**src/rtl/prd_pkg.sv**
```systemverilog
package prd_pkg;
  localparam int ADDR_W = 16;
  localparam int DATA_W = 8;
  localparam int PAGE_W = 2;
  localparam int OFS_W  = 15;

  // True when a cycle is a memory read inside the ROM window (top address bit set)
  function automatic logic rom_hit(input logic [ADDR_W-1:0] a, input logic rd,
                                   input logic io);
    return rd && !io && a[ADDR_W-1];
  endfunction

  // True when an I/O cycle targets the given port
  function automatic logic port_hit(input logic [ADDR_W-1:0] a, input logic io,
                                    input logic [ADDR_W-1:0] port);
    return io && (a == port);
  endfunction
endpackage

```
**src/rtl/prd_det_sync.sv**
```systemverilog
module prd_det_sync #(
  parameter int STAGES = 2
) (
  input  logic clk,
  input  logic rst_n,
  input  logic det_n_i,
  output logic present_o
);
  logic [STAGES-1:0] chain_q;

  always_ff @(posedge clk or negedge rst_n) begin
    if (!rst_n) chain_q <= '1;
    else        chain_q <= {chain_q[STAGES-2:0], det_n_i};
  end

  assign present_o = !chain_q[STAGES-1];
endmodule

```
**src/rtl/prd_page_reg.sv**
```systemverilog
module prd_page_reg
  import prd_pkg::*;
#(
  parameter logic [ADDR_W-1:0] PAGE_PORT = 16'h0040
) (
  input  logic              clk,
  input  logic              rst_n,
  input  logic [ADDR_W-1:0] addr_i,
  input  logic [PAGE_W-1:0] data_i,
  input  logic              wr_i,
  input  logic              io_i,
  output logic [PAGE_W-1:0] page_o
);
  logic wr_q;
  logic load_w;

  assign load_w = wr_i && !wr_q && port_hit(addr_i, io_i, PAGE_PORT);

  always_ff @(posedge clk or negedge rst_n) begin
    if (!rst_n) begin
      wr_q   <= 1'b0;
      page_o <= '0;
    end else begin
      wr_q <= wr_i;
      if (load_w) page_o <= data_i;
    end
  end

  p_page_stable_r2: assert property (@(posedge clk) disable iff (!rst_n)
    !load_w |=> $stable(page_o));
  p_level_no_reload_r9: assert property (@(posedge clk) disable iff (!rst_n)
    (wr_i && $past(wr_i)) |-> !load_w);
endmodule

```
**src/rtl/prd_wait_gen.sv**
```systemverilog
module prd_wait_gen #(
  parameter int INT_WAIT = 1,
  parameter int EXT_WAIT = 2,
  localparam int MAXW  = (INT_WAIT > EXT_WAIT) ? INT_WAIT : EXT_WAIT,
  localparam int CNT_W = $clog2(MAXW + 1)
) (
  input  logic clk,
  input  logic rst_n,
  input  logic rom_sel_i,
  input  logic present_i,
  output logic wait_o
);
  logic             sel_q;
  logic             start_w;
  logic [CNT_W-1:0] cnt_q;

  assign start_w = rom_sel_i && !sel_q;

  always_ff @(posedge clk or negedge rst_n) begin
    if (!rst_n) begin
      sel_q <= 1'b0;
      cnt_q <= '0;
    end else begin
      sel_q <= rom_sel_i;
      if (!rom_sel_i)        cnt_q <= '0;
      else if (start_w)      cnt_q <= present_i ? CNT_W'(EXT_WAIT - 1) : CNT_W'(INT_WAIT - 1);
      else if (cnt_q != '0)  cnt_q <= cnt_q - 1'b1;
    end
  end

  assign wait_o = rom_sel_i && (start_w || cnt_q != '0);

  p_wait_on_start_r7: assert property (@(posedge clk) disable iff (!rst_n)
    start_w |-> wait_o);
  p_wait_only_rom_r7: assert property (@(posedge clk) disable iff (!rst_n)
    wait_o |-> rom_sel_i);
  p_wait_bounded_r7: assert property (@(posedge clk) disable iff (!rst_n)
    cnt_q <= CNT_W'(MAXW));
endmodule

```
**src/rtl/paged_rom_decoder.sv**
```systemverilog
module paged_rom_decoder
  import prd_pkg::*;
#(
  parameter logic [ADDR_W-1:0] PAGE_PORT = 16'h0040,
  parameter logic [ADDR_W-1:0] DAC_PORT  = 16'h0050,
  parameter int                INT_WAIT  = 1,
  parameter int                EXT_WAIT  = 2,
  parameter int                SYNC_STG  = 2
) (
  input  logic              clk,
  input  logic              rst_n,
  input  logic [ADDR_W-1:0] addr_i,
  input  logic [DATA_W-1:0] wdata_i,
  input  logic              rd_i,
  input  logic              wr_i,
  input  logic              io_i,
  input  logic              mod_det_n_i,
  output logic [PAGE_W-1:0] rom_page_o,
  output logic [OFS_W-1:0]  rom_ofs_o,
  output logic              int_rom_ce_n_o,
  output logic              ext_rom_ce_n_o,
  output logic              wait_o,
  output logic              dac_stb_n_o
);
  logic present_w;
  logic rom_sel_w;
  logic unused_data;

  assign unused_data = ^wdata_i[DATA_W-1:PAGE_W];

  prd_det_sync #(.STAGES(SYNC_STG)) u_sync (
    .clk(clk), .rst_n(rst_n), .det_n_i(mod_det_n_i), .present_o(present_w));

  prd_page_reg #(.PAGE_PORT(PAGE_PORT)) u_page (
    .clk(clk), .rst_n(rst_n), .addr_i(addr_i), .data_i(wdata_i[PAGE_W-1:0]),
    .wr_i(wr_i), .io_i(io_i), .page_o(rom_page_o));

  assign rom_sel_w = rom_hit(addr_i, rd_i, io_i);

  prd_wait_gen #(.INT_WAIT(INT_WAIT), .EXT_WAIT(EXT_WAIT)) u_wait (
    .clk(clk), .rst_n(rst_n), .rom_sel_i(rom_sel_w), .present_i(present_w),
    .wait_o(wait_o));

  assign rom_ofs_o      = addr_i[OFS_W-1:0];
  assign int_rom_ce_n_o = !(rom_sel_w && !present_w);
  assign ext_rom_ce_n_o = !(rom_sel_w && present_w);
  assign dac_stb_n_o    = !(wr_i && port_hit(addr_i, io_i, DAC_PORT));

  p_one_ce_r4: assert property (@(posedge clk) disable iff (!rst_n)
    $countones({!int_rom_ce_n_o, !ext_rom_ce_n_o}) <= 1);
  p_ce_in_window_r4: assert property (@(posedge clk) disable iff (!rst_n)
    (!int_rom_ce_n_o || !ext_rom_ce_n_o) |-> (rd_i && !io_i && addr_i[ADDR_W-1]));
  p_int_off_present_r6: assert property (@(posedge clk) disable iff (!rst_n)
    present_w |-> int_rom_ce_n_o);
  p_dac_io_write_r8: assert property (@(posedge clk) disable iff (!rst_n)
    !dac_stb_n_o |-> (wr_i && io_i && addr_i == DAC_PORT));
endmodule

```
**config.mk**
```make
export PLATFORM = sky130hd
export DESIGN_NAME = paged_rom_decoder
export DESIGN_NICKNAME = d
export VERILOG_FILES = /design/src/rtl/prd_pkg.sv /design/src/rtl/prd_det_sync.sv /design/src/rtl/prd_page_reg.sv /design/src/rtl/prd_wait_gen.sv /design/src/rtl/paged_rom_decoder.sv
export SDC_FILE = /design/constraint.sdc
export NUM_CORES = 1
export LEC_CHECK = 0
export CORE_AREA = 2 2 39 41
export CTS_CLUSTER_DIAMETER = 150
export DETAILED_ROUTE_END_ITERATION = 10
export DIE_AREA = 0 0 41 43
export DONT_BUFFER_PORTS = 1
export HOLD_SLACK_MARGIN = 0.08
export SYNTH_ARGS = -nofsm -noshare
export SYNTH_HDL_FRONTEND = slang
export SYNTH_SLANG_ARGS = --single-unit
export TNS_END_PERCENT = 1
```
**constraint.sdc**
```tcl
create_clock -name clk -period 1.9 [get_ports clk]
set_input_delay 0.19 -clock clk [delete_from_list [all_inputs] [get_ports clk]]
set_output_delay 0.19 -clock clk [all_outputs]
set_load 0.02 [all_outputs]
```
==> impl_metrics.env <==
export IMPL_die_w_um=41
export IMPL_switching_share_pct=20.0
export IMPL_end_kind="output port"
export IMPL_mappedNetlistArea_sq_um=508
export IMPL_setup_tns_ns=0
export IMPL_post_route_min_period_ns=1.50
export IMPL_vias=296
export IMPL_worst_slew_pin_slew_ns=0.460
export IMPL_drt_iter0_markers=1
export IMPL_routabilityCongestion=0.605
export IMPL_clkTransAtPathRegs_ns=0.05
export IMPL_synth_cells=49
export IMPL_cts_num_sinks=8
export IMPL_yosys_warnings=0
export IMPL_powerDensity_nw_per_um2=687
export IMPL_hold_buffers=5
export IMPL_synth_avg_cell_area_sq_um=10.4
export IMPL_synth_seq_area_share_pct=39.9
export IMPL_post_cts_buffers=0
export IMPL_crit_arrival_ns=1.31
export IMPL_ys_top_cells_by_area="dfrtp_1 (30%), buf_4 (22%), dfstp_2 (10%)"
export IMPL_hold_class="in -> reg"
export IMPL_rows=14
export IMPL_htree_levels=1
export IMPL_drt_wirelength_per_cell_um=12.6
export IMPL_coreArea_sq_um=1380
export IMPL_drv_slew=0
export IMPL_critPathMaxStageDelay_ns=0.42
export IMPL_layout_commonest_cell="dfrtp_1"
export IMPL_clk_latency_ns=0.25
export IMPL_io_pins=51
export IMPL_cts_tree="done"
export IMPL_relSlewSlack_pct=69.4
export IMPL_layout_common_cells="dfrtp_1 (6), dlygate4sd3_1 (5), nor2_1 (4)"
export IMPL_rsz0062_at_grt="false"
export IMPL_synth_cell_types=20
export IMPL_antenna_found_initial=0
export IMPL_grt_pass1_vias=315
export IMPL_cts_root_buf="clkbuf_4"
export IMPL_fin_nets=75
export IMPL_die_h_um=43
export IMPL_grt_first_pass_wirelength_mm=1.18
export IMPL_skew_ns=0.00650
export IMPL_crit_chain="inv_1 > ha_1 > a21oi_1"
export IMPL_track_usage_pct=10.4
export IMPL_critPathBufInv=1
export IMPL_crit_family="compound AO/OA/AOI/OAI gates"
export IMPL_drive_gt1_share_pct=20.9
export IMPL_grt_max_degree=9
export IMPL_postRouteAntennaNets=0
export IMPL_drc=0
export IMPL_die_area_sq_um=1760
export IMPL_peakVddDrop_uv=286
export IMPL_p_leak_nw=0.206
export IMPL_p_sw_w=0.0000675
export IMPL_n_fill_cell=140
export IMPL_diodes=0
export IMPL_internal_power_w=0.000270
export IMPL_dpl_instance_area_sq_um=415
export IMPL_status="completed"
export IMPL_syn_nets=80
export IMPL_maxCapViolations=0
export IMPL_path_class="reg -> out"
export IMPL_synth_top_area_share_pct=29.6
export IMPL_p_comb_share_pct=7.5
export IMPL_multiInputGateArea_sq_um=181
export IMPL_hold_viol_final=0
export IMPL_port_buffers=0
export IMPL_cts_repair_resized=0
export IMPL_area_growth_syn_to_layout_pct=-3.20
export IMPL_cp_slowest_cell="a21oi_1"
export IMPL_register_area_sq_um=203
export IMPL_initial_core_util_pct=36.7
export IMPL_seqPwrFrac_pct=53.3
export IMPL_synth_largest_area_cell="dfrtp_1"
export IMPL_stdcell_area_sq_um=492
export IMPL_grt_ovfl_total=0
export IMPL_routed_via_density=5.02
export IMPL_max_freq_mhz=668
export IMPL_first_pass_iters=2
export IMPL_required_ns=1.71
export IMPL_routed_wl_um=744
export IMPL_ys_seq_elements=8
export IMPL_cts_buffers=3
export IMPL_cts_buffer_depth=2
export IMPL_power_share_clock_pct=39.2
export IMPL_cp_start_kind="register"
export IMPL_hpwl_um=588
export IMPL_path_max_fanout=4
export IMPL_finalCritPeriodShare_pct=78.7
export IMPL_setup_viol=0
==> cells by family after synthesis <==
kind of cell | count (synthesis) | synth area share, %
fa+ha+maj | 1 | 2.46
simple gates | 16 | 24.1
xor+xnor | 1 | 1.72
buf+inv | 18 | 24.4
flops | 8 | 39.9
mux | 2 | 4.43
compound gates | 3 | 2.95
==> power by group through the flow <==
stage,logic [W],registers [W],clock network [W]
final,0.0000255,0.000180,0.000132
after global routing,0.0000293,0.000181,0.000149
after CTS,0.0000258,0.000180,0.000142
after global placement,0.0000147,0.000183,0
after detailed placement,0.0000148,0.000183,0
after floorplan,0.0000594,0.000182,0
==> worst reg2reg max path, stage by stage, from the launching register on <==
cell and delay [ns]:
dfrtp_1 0.39, nor4b_4 0.25, mux2_2 0.36
==> metrics by stage <==
step | hold slack, ns | cells | setup WS (ns) | util [%] | total power (W)
6_report | 0.154 | 59 | 0.404 | 35.5 | 0.000338
5_1_grt | 0.188 | 59 | 0.287 | 35.5 | 0.000359
4_1_cts | 0.161 | 59 | 0.375 | 35.5 | 0.000348
3_5_place_dp | -0.105 | 50 | 0.404 | 30.0 | 0.000198
3_3_place_gp | -0.105 | 50 | 0.422 | 30.0 | 0.000197
2_1_floorplan | -0.106 | 49 | 0.582 | - | 0.000242
==> path summary, 6_finish.rpt <==
| check | startpoint | to | slack [ns] | cells past startpoint |
|---|---|---|---|---|
| max | u_wait.cnt_q[0]$_DFFE_PN0P_ | wait_o | 0.40 | 3 |
| min | addr_i[15] | u_wait.cnt_q[0]$_DFFE_PN0P_ | 0.15 | 2 |
| max reg2reg | u_page.wr_q$_DFF_PN0_ | u_page.page_o[1]$_DFFE_PN0P_ | 0.78 | 2 |
| min reg2reg | u_sync.chain_q[0]$_DFF_PN1_ | u_sync.chain_q[1]$_DFF_PN1_ | 0.36 | 0 |
| max in group asynchronous | rst_n | u_sync.chain_q[0]$_DFF_PN1_ | 1.32 | 1 |
| min in group asynchronous | rst_n | u_page.page_o[1]$_DFFE_PN0P_ | 0.27 | 1 |
==> Yosys cell counts <==
cell,instances
buf_4,15
o21ai_0,1
nor4_4,1
nor2_1,4
dfstp_2,2
nor4bb_1,1
nand2_1,3
nand2b_1,1
ha_1,1
nand4_1,1
nor4b_4,1
dfrtp_1,6
nand3b_1,1
mux2_2,2
inv_1,3
xnor2_1,1
nor4_1,1
and4_1,1
and3_1,1
a21oi_1,2
==> state kept, by name, indices dropped and copies added, names as in the netlist <==
| signal | flops |
|---|---|
| u_page.page_o | 2 |
| u_sync.chain_q | 2 |
| u_wait.cnt_q | 2 |
| u_page.wr_q | 1 |
| u_wait.sel_q | 1 |
==> per-layer routing <==
metal  wire [um]  GRT usage (%)  vias to the layer above
met5           0              0                        -
met2         393           15.0                       26
met3          87           4.19                        0
met4           0           8.00                        0
li1            -              -                      136
met1         263           11.4                      134
==> area by class of cell <==
cell class | instances | area share [%]
well taps | 16 | 4.07
flip-flops and latches | 8 | 41.2
repair buffers | 5 | 10.2
inverters | 3 | 2.29
clock buffers | 4 | 5.34
multi-input cells | 23 | 36.9
(Power assumes the default switching activity.)
